`src/rtl/vbus_pkg.sv`:
```
package vbus_pkg;

  localparam int ADDR_W = 14;
  localparam int VREG_W = 15;

  typedef enum logic [2:0] {
    FK_IDLE   = 3'd0,
    FK_NT     = 3'd1,
    FK_AT     = 3'd2,
    FK_PAT_BG = 3'd3,
    FK_PAT_SP = 3'd4
  } fetch_kind_e;

  function automatic logic [ADDR_W-1:0] nt_addr(input logic [VREG_W-1:0] v);
    return {2'b10, v[11:0]};
  endfunction

  function automatic logic [ADDR_W-1:0] attr_addr(input logic [VREG_W-1:0] v);
    return {2'b10, v[11:10], 4'b1111, v[9:7], v[4:2]};
  endfunction

  function automatic logic [ADDR_W-1:0] pat_addr(input logic sel, input logic [7:0] tile,
                                                 input logic plane, input logic [2:0] row);
    return {1'b0, sel, tile, plane, row};
  endfunction

  function automatic logic [7:0] tall_tile(input logic [7:0] t);
    return {t[7:1], 1'b0};
  endfunction

endpackage

```
`src/rtl/vbus_timing.sv`:
```
module vbus_timing #(
  parameter int DOTS    = 341,
  parameter int LINES   = 262,
  parameter int VISIBLE = 240,
  parameter int TILES   = 32,
  parameter int SPRITES = 8,
  parameter int PREF    = 2,
  localparam int DOT_W  = $clog2(DOTS),
  localparam int LINE_W = $clog2(LINES)
) (
  input  logic                      clk,
  input  logic                      rst_n,
  input  logic                      render_en,
  output logic [DOT_W-1:0]          dot,
  output logic [LINE_W-1:0]         line,
  output logic                      render_active,
  output logic                      group_start,
  output logic [2:0]                phase,
  output vbus_pkg::fetch_kind_e     kind
);
  import vbus_pkg::*;

  localparam logic [DOT_W-1:0]  DOT_LAST  = DOT_W'(DOTS - 1);
  localparam logic [LINE_W-1:0] LINE_LAST = LINE_W'(LINES - 1);
  localparam logic [LINE_W-1:0] LINE_VIS  = LINE_W'(VISIBLE);
  localparam logic [DOT_W-1:0]  SPR_FIRST = DOT_W'(TILES * 8);
  localparam logic [DOT_W-1:0]  SPR_END   = DOT_W'(TILES * 8 + SPRITES * 8);
  localparam logic [DOT_W-1:0]  PREF_END  = DOT_W'(TILES * 8 + SPRITES * 8 + PREF * 8);

  logic in_spr_win, in_attr_win, late_nt;

  always_ff @(posedge clk) begin
    if (!rst_n) begin
      dot  <= '0;
      line <= '0;
    end else if (dot == DOT_LAST) begin
      dot  <= '0;
      line <= (line == LINE_LAST) ? '0 : line + 1'b1;
    end else begin
      dot <= dot + 1'b1;
    end
  end

  assign render_active = render_en && ((line < LINE_VIS) || (line == LINE_LAST));
  assign phase         = dot[2:0];
  assign group_start   = (phase == 3'd0);
  assign in_spr_win    = (dot >= SPR_FIRST) && (dot < SPR_END);
  assign late_nt       = (dot >= PREF_END);
  assign in_attr_win   = (dot < SPR_FIRST) || ((dot >= SPR_END) && !late_nt);

  always_comb begin
    if (!render_active)      kind = FK_IDLE;
    else if (late_nt)        kind = FK_NT;
    else if (phase[2])       kind = in_spr_win ? FK_PAT_SP : FK_PAT_BG;
    else if (phase[1] && in_attr_win) kind = FK_AT;
    else                     kind = FK_NT;
  end

endmodule

```
`src/rtl/vbus_bitsel.sv`:
```
module vbus_bitsel (
  input  vbus_pkg::fetch_kind_e  kind,
  input  logic                   render_active,
  input  logic [2:0]             phase,
  input  logic [14:0]            v,
  input  logic [7:0]             bg_tile,
  input  logic [7:0]             spr_tile,
  input  logic                   bg_sel,
  input  logic                   spr_sel,
  input  logic                   spr_tall,
  output logic [13:0]            addr_next
);
  import vbus_pkg::*;

  logic [13:0] shared;
  logic        b13, b12, b8;
  logic [7:0]  spr_idx;
  logic        plane;

  assign plane   = phase[1];
  assign spr_idx = spr_tall ? tall_tile(spr_tile) : spr_tile;

  always_comb begin
    unique case (kind)
      FK_NT:     shared = nt_addr(v);
      FK_AT:     shared = attr_addr(v);
      FK_PAT_BG: shared = pat_addr(bg_sel, bg_tile, plane, v[14:12]);
      FK_PAT_SP: shared = pat_addr(spr_sel, spr_idx, plane, v[14:12]);
      default:   shared = v[13:0];
    endcase
  end

  always_comb begin
    if (kind == FK_PAT_BG || kind == FK_PAT_SP) b13 = 1'b0;
    else                                        b13 = v[13] | render_active;
  end

  always_comb begin
    unique case (kind)
      FK_PAT_BG: b12 = bg_sel;
      FK_PAT_SP: b12 = spr_tall ? spr_tile[0] : spr_sel;
      default:   b12 = v[12] & ~render_active;
    endcase
  end

  always_comb begin
    unique case (kind)
      FK_AT:     b8 = 1'b1;
      FK_PAT_BG: b8 = bg_tile[4];
      FK_PAT_SP: b8 = spr_tile[4];
      default:   b8 = v[8];
    endcase
  end

  assign addr_next = {b13, b12, shared[11:9], b8, shared[7:0]};

endmodule

```
`src/rtl/vaddr_bus_mux.sv`:
```
module vaddr_bus_mux #(
  parameter int DOTS    = 341,
  parameter int LINES   = 262,
  parameter int VISIBLE = 240,
  parameter int TILES   = 32,
  parameter int SPRITES = 8,
  parameter int PREF    = 2
) (
  input  logic        clk,
  input  logic        rst_n,
  input  logic        render_en,
  input  logic [14:0] vreg,
  input  logic [7:0]  bg_tile,
  input  logic [7:0]  spr_tile,
  input  logic        bg_sel,
  input  logic        spr_sel,
  input  logic        spr_tall,
  output logic [13:0] vbus
);
  import vbus_pkg::*;

  localparam int DOT_W  = $clog2(DOTS);
  localparam int LINE_W = $clog2(LINES);

  logic [DOT_W-1:0]  dot_cnt;
  logic [LINE_W-1:0] line_cnt;
  logic              render_active, group_start;
  logic [2:0]        phase;
  fetch_kind_e       fetch_kind;
  logic [14:0]       v_q, v_use, v_src;
  logic [13:0]       addr_next;

  vbus_timing #(
    .DOTS(DOTS), .LINES(LINES), .VISIBLE(VISIBLE),
    .TILES(TILES), .SPRITES(SPRITES), .PREF(PREF)
  ) u_timing (
    .clk(clk), .rst_n(rst_n), .render_en(render_en),
    .dot(dot_cnt), .line(line_cnt), .render_active(render_active),
    .group_start(group_start), .phase(phase), .kind(fetch_kind)
  );

  // Register copy taken once per eight-dot group
  assign v_use = group_start ? vreg : v_q;
  assign v_src = (fetch_kind == FK_IDLE) ? vreg : v_use;

  always_ff @(posedge clk) begin
    if (!rst_n) v_q <= '0;
    else        v_q <= v_use;
  end

  vbus_bitsel u_bitsel (
    .kind(fetch_kind), .render_active(render_active), .phase(phase),
    .v(v_src), .bg_tile(bg_tile), .spr_tile(spr_tile),
    .bg_sel(bg_sel), .spr_sel(spr_sel), .spr_tall(spr_tall),
    .addr_next(addr_next)
  );

  always_ff @(posedge clk) begin
    if (!rst_n) vbus <= '0;
    else        vbus <= addr_next;
  end

endmodule

```
`config.mk`:
```
export PLATFORM = sky130hd
export DESIGN_NAME = vaddr_bus_mux
export DESIGN_NICKNAME = d
export VERILOG_FILES = /design/src/rtl/vbus_pkg.sv /design/src/rtl/vbus_timing.sv /design/src/rtl/vbus_bitsel.sv /design/src/rtl/vaddr_bus_mux.sv
export SDC_FILE = /design/constraint.sdc
export NUM_CORES = 1
export LEC_CHECK = 0
export BUFFER_PORTS_ARGS = -buffer_cell sky130_fd_sc_hd__buf_2
export CORE_MARGIN = 3
export CORE_UTILIZATION = 44
export DETAILED_ROUTE_END_ITERATION = 10
export PLACE_DENSITY = 0.65
export SYNTH_ARGS = -nofsm -noshare
export SYNTH_HDL_FRONTEND = slang
export SYNTH_SLANG_ARGS = --single-unit
```
`constraint.sdc`:
```
create_clock -name clk -period 3 [get_ports clk]
set_input_delay 0.3 -clock clk [delete_from_list [all_inputs] [get_ports clk]]
set_output_delay 0.3 -clock clk [all_outputs]
set_load 0.1 [all_outputs]
```
; Yosys cells after proc, flatten, opt, wreduce, memory -nomap -nowiden
; Cells that the tools add are included.
[word_totals]
register_bits = 47
inputBits = 37
out_inout_bits = 14
[classes]
n_addsub = 2
order_cmp = 6
n_eq_ne = 6
muxes = 13
bitwise = 4
reduce_logical = 12
[ops]
columns = op, count
row1 = $pmux 12 s4, 1
row2 = $mux 15, 2
row3 = $ge 9x9->1 const B, 3
row4 = $add 9x1->9 const B, 2
row5 = $eq 9x9->1 const B, 2
row6 = $lt 9x9->1 const B, 2
row7 = $mux 3, 4
row8 = $lt 9x8->1 const B, 1
row9 = $mux 9, 1
row10 = $eq 3x2->1 const B, 2
row11 = $logic_not 3->1, 2
row12 = $logic_and 1x1->1, 4
row13 = $reduce_or 2->1, 2
row14 = $eq 3x1->1 const B, 1
row15 = $eq 3x3->1 const B, 1
row16 = $logic_or 1x1->1, 3
row17 = $pmux 1 s3, 1
row18 = $mux 1, 2
row19 = $mux 2, 1
row20 = $not 1->1, 2
row21 = $pmux 1 s2, 1
row22 = $and 1x1->1, 1
row23 = $logic_not 1->1, 1
row24 = $or 1x1->1, 1

; Longest topological paths before layout
[logic_depth]
depth_word = 13
ltp_mapped = 9

; By module
; Synthesis repeated with hierarchy kept, for this count alone.
[hier_totals]
hier_cells = 334
hier_area_um2 = 2880.3
[by_module_without_submodules]
columns = mod, n_inst, cells_per_inst, area_each_um2, seq_area_each_um2
row1 = vaddr_bus_mux, 1, 129, 1244.9, 580.6
row2 = vbus_timing, 1, 113, 1022.2, 360.3
row3 = vbus_bitsel, 1, 92, 613.1, 0.0

; Worst setup path before layout
; Ideal clock, no wire load.
[synth_timing]
path_type = register to register
startpoint = reg u_timing.line[3]
endpoint = reg vbus[3]
setup_time_ns = 0.115
arrival_ns = 1.897
slack_ns = 0.989
stages_incl_launch_ff = 6
path_buffers = 0
period_less_slack_ns = 2.011
cell_sequence = dfxtp_1 > or4b_4 > o41ai_4 > and2_2 > mux2_2 > o21a_1
[synth_via]
elab_chain_cells = 7
[synth_rtl]
columns = element, line_no
row1 = from (decl), vbus_timing.sv:15  ; output logic [LINE_W-1:0] line,
row2 = from (signal assigned), vbus_timing.sv:38  ; line <= (line == LINE_LAST) ? '0 : line + 1'b1;
row3 = $lt 9x8->1 / $eq 9x9->1 (equally long branches), vbus_timing.sv:44  ; assign render_active = render_en && ((line < LINE_VIS) || (line == LINE_LAST));
row4 = $logic_or 1x1->1 (*), vbus_timing.sv:44
row5 = $logic_and 1x1->1 (*), vbus_timing.sv:44
row6 = $mux 3 (*), vbus_timing.sv:52  ; if (!render_active) kind = FK_IDLE;
row7 = $logic_not 3->1, vaddr_bus_mux.sv:44  ; assign v_src = (fetch_kind == FK_IDLE) ? vreg : v_use;
row8 = $mux 15, vaddr_bus_mux.sv:44
row9 = $pmux 12 s4 (*), vbus_bitsel.sv:24  ; unique case (kind)
row10 = to (signal assigned), vaddr_bus_mux.sv:60  ; else vbus <= addr_next;
row11 = to (decl), vaddr_bus_mux.sv:18  ; output logic [13:0] vbus
; Mark *: on every way between the ends. The rest lies on a longest branch, timed or not.
; A chain may end at the register's enable or synchronous reset.

; Worst setup path after layout
[layout_timing]
startpoint = reg u_timing.line[2]
endpoint = reg vbus[3]
; The elaborated chain is that of the path after synthesis.

==> metrics.csv <==
stage;metric;value;unit
drt;dr.pass1.iters;4;
setup_path;cp_max_fo;13;
grt;grt_pass1_vias;1842;
grt;antenna_found_initial;0;
sta;tns;0;ps
sta;slew_headroom;49.21;%
synthesis;synth.most_common_cell;dfxtp_1;
sta;setup_viol;0;
grt;grt_max_degree;24;
die;start_util;46.57;%
sta;rsz0062_at_grt;false;
power_and_ir_drop;power_density;587.9;nW/um^2
clock_network;cts_max_path_buffers;2;
power_and_ir_drop;power.leakage;1.113;nW
die;dieArea;5992;sq um
grt;use_met2;29.10;%
layout;drive_gt1_share;22.33;%
power_and_ir_drop;seqPwrFrac;43.2;%
run;drv_cap;0;
grt;top_usage_layer;met2;
clock_network;worstSkewPairLatency;290;ps
sta;skew;2.368;ps
drt;post-route-drc-count;0;
place;place_congestion;0.7954;
place;portBuffers;50;
place;dp_cells;368;
hold_path;min_path_type;input pin to flop;
clock_network;cts_setup_buffers;0;
grt;grt_pass1_wl;8728;microns
setup_path;crit_type;flop to flop;
die;row_count;25;
grt;grt_overflow;0;
sta;drv_slew;0;
setup_path;worstSetupStartpointType;flop;
outcome;outcome;completed;
clock_network;path_clk_slew;80;ps
grt;met3_usage;3.480;%
die;core_area;4817;sq um
clock_network;cts_root_buf;clkbuf_8;
die;die_h;77.41;microns
sta;period_needed;2285;ps
drt;drtIter0Drc;104;
setup_path;critPathLaunch;u_timing.line[2];
setup_path;required;3190;ps
power_and_ir_drop;power_switching;0.4831;mW
synthesis;syn-num-nets;298;
synthesis;netlist_area;2243;sq um
layout;diodes;0;
synthesis;synth_commonest_cells;dfxtp_1, nor2_1, nand2_1, a21oi_1, clkbuf_1;
layout;syn2layout_area_growth;19.97;%
synthesis;ys.flop_type;dfxtp_1;
sta;finalCritPeriodShare;76.16;%
synthesis;synth_area_leaders;dfxtp_1, nor2_1, nand2_1;
synthesis;synth_edf_count;0;
drt;drtAntennaViolNets;0;
drt;wirelength;5398;microns
layout;stdcell_count;376;
power_and_ir_drop;power;1.582;mW
layout;nets;349;
synthesis;ys_seq_elements;47;
clock_network;ctsResizeCount;0;
power_and_ir_drop;p_sw_share;30.53;%
power_and_ir_drop;p_int;1.099;mW
clock_network;clock-sinks;47;
setup_path;critPathCaptureType;flop;
sta;hold_violations;0;
grt;grt_util_all_layers;18.02;%
hold_path;hp-start;vreg[14];
setup_path;critPathArrivalTime;2480;ps
die;fp.dieW;77.41;microns
power_and_ir_drop;power.share.clock;33.8;%
power_and_ir_drop;combPwrFrac;23.0;%
synthesis;synth_area_leader_cell;dfxtp_1;
synthesis;ys_async_sr_fraction;0;%
synthesis;synth.avg_cell_area;8.729;sq um
clock_network;cts_hold_buf;0;
clock_network;tritoncts;done;
sta;fmax;437.7;MHz
place;hpwl;3939;microns
synthesis;ys_seq_area_share;41.94;%
synthesis;synth.top_cell.area_share;41.94;%
layout;fillers;501;
clock_network;h-tree-depth;2;
setup_path;r2r_start;u_timing.line[2];
clock_network;cts_buffers;5;
drt;vias_per_cell;5.343;
sta;worst_pin_slew;760.9;ps
synthesis;synth.distinct_cells;48;
synthesis;synth-warning-count;0;
grt;use_met1;24.65;%
drt;num_vias;2009;
drt;drt-wirelength-per-cell;14.36;microns
power_and_ir_drop;ir_worst_vdd;0.2765;mV
die;ios;51;
synthesis;synth_cells;257;
-- power by group through the flow --
stage	combinational [mW]	sequential, mW	clock [mW]
finish	0.364	0.683	0.536
global route	0.386	0.688	0.571
floorplan	0.136	0.833	0
CTS	0.363	0.683	0.551
detailed placement	0.363	0.697	0
global placement	0.361	0.698	0
-- registers in the layout (all words and copies together), names as in the netlist --
signal / cells
u_timing.dot: 9
u_timing.line: 9
v_q: 15
vbus: 14
-- cell families (layout without fill, tap and decap cells) --
logic type	count (synthesis)	in the layout	share of synthesized area [%]
AND/OR/NAND/NOR	116	116	25.66
multiplexers	10	10	4.573
adder cells (fa/ha/maj)	4	4	2.231
buffers and inverters	18	70	3.681
XOR/XNOR	14	14	5.466
AO/OA/AOI/OAI	48	48	16.45
flip-flops	47	47	41.94
-- cell type report --
type                            instances  area [sq um]  share of cell area [%]
Clock buffer                            6         72.57                   2.696
Clock inverter                          2         60.06                   2.232
Inverter                                7         26.28                  0.9763
Multi-Input combinational cell        192          1220                   45.33
Sequential cell                        47         940.9                   34.96
Tap cell                               67         83.83                   3.115
Timing Repair Buffer                   55         287.8                   10.69
-- cell usage in the layout, fill, tap and decap left out, drive strengths merged, types with 6 or more instances in the layout --
master,instances
buf,55
dfxtp,47
nor2,34
nand2,32
a21oi,15
xnor2,8
mux2i,8
inv,7
nand2b,7
nand3,6
xor2,6
nor3,6
nand4,6
clkbuf,6
-- path summary, 6_finish.rpt --
check	to	slack [ps]	cells after the start
hold reg to reg	v_q[10]	460	2
setup / recovery	vbus[3]	720	5
setup reg to reg	vbus[3]	720	5
hold / removal	v_q[14]	230	3
-- critical path, stage by stage, from the launching register on --
cell and delay [ps]:
dfxtp_1 410, or4b_4 510, o41ai_4 360, and2_2 380
mux2_2 370, o21a_1 160
-- metrics by stage --
stage               util (%)  instance area [sq um]  setup WS, ps  hold slack [ps]
CTS                    55.87                   2691         722.0            228.7
detailed placement     53.12                   2559         744.1            447.5
finish                 55.87                   2691         715.3            232.6
global placement       53.12                   2559         799.0            444.4
global route           55.87                   2691         572.2            244.9
floorplan                  -                   2243         988.7            420.7
-- metal layers --
| metal | vias to the layer above | routed length [microns] |
|---|---|---|
| met5 | - | 0 |
| met3 | 7 | 184 |
| met2 | 36 | 2538 |
| met1 | 947 | 2619 |
| li1 | 1019 | - |
| met4 | 0 | 55 |
Power figures use the tool's default switching activity.
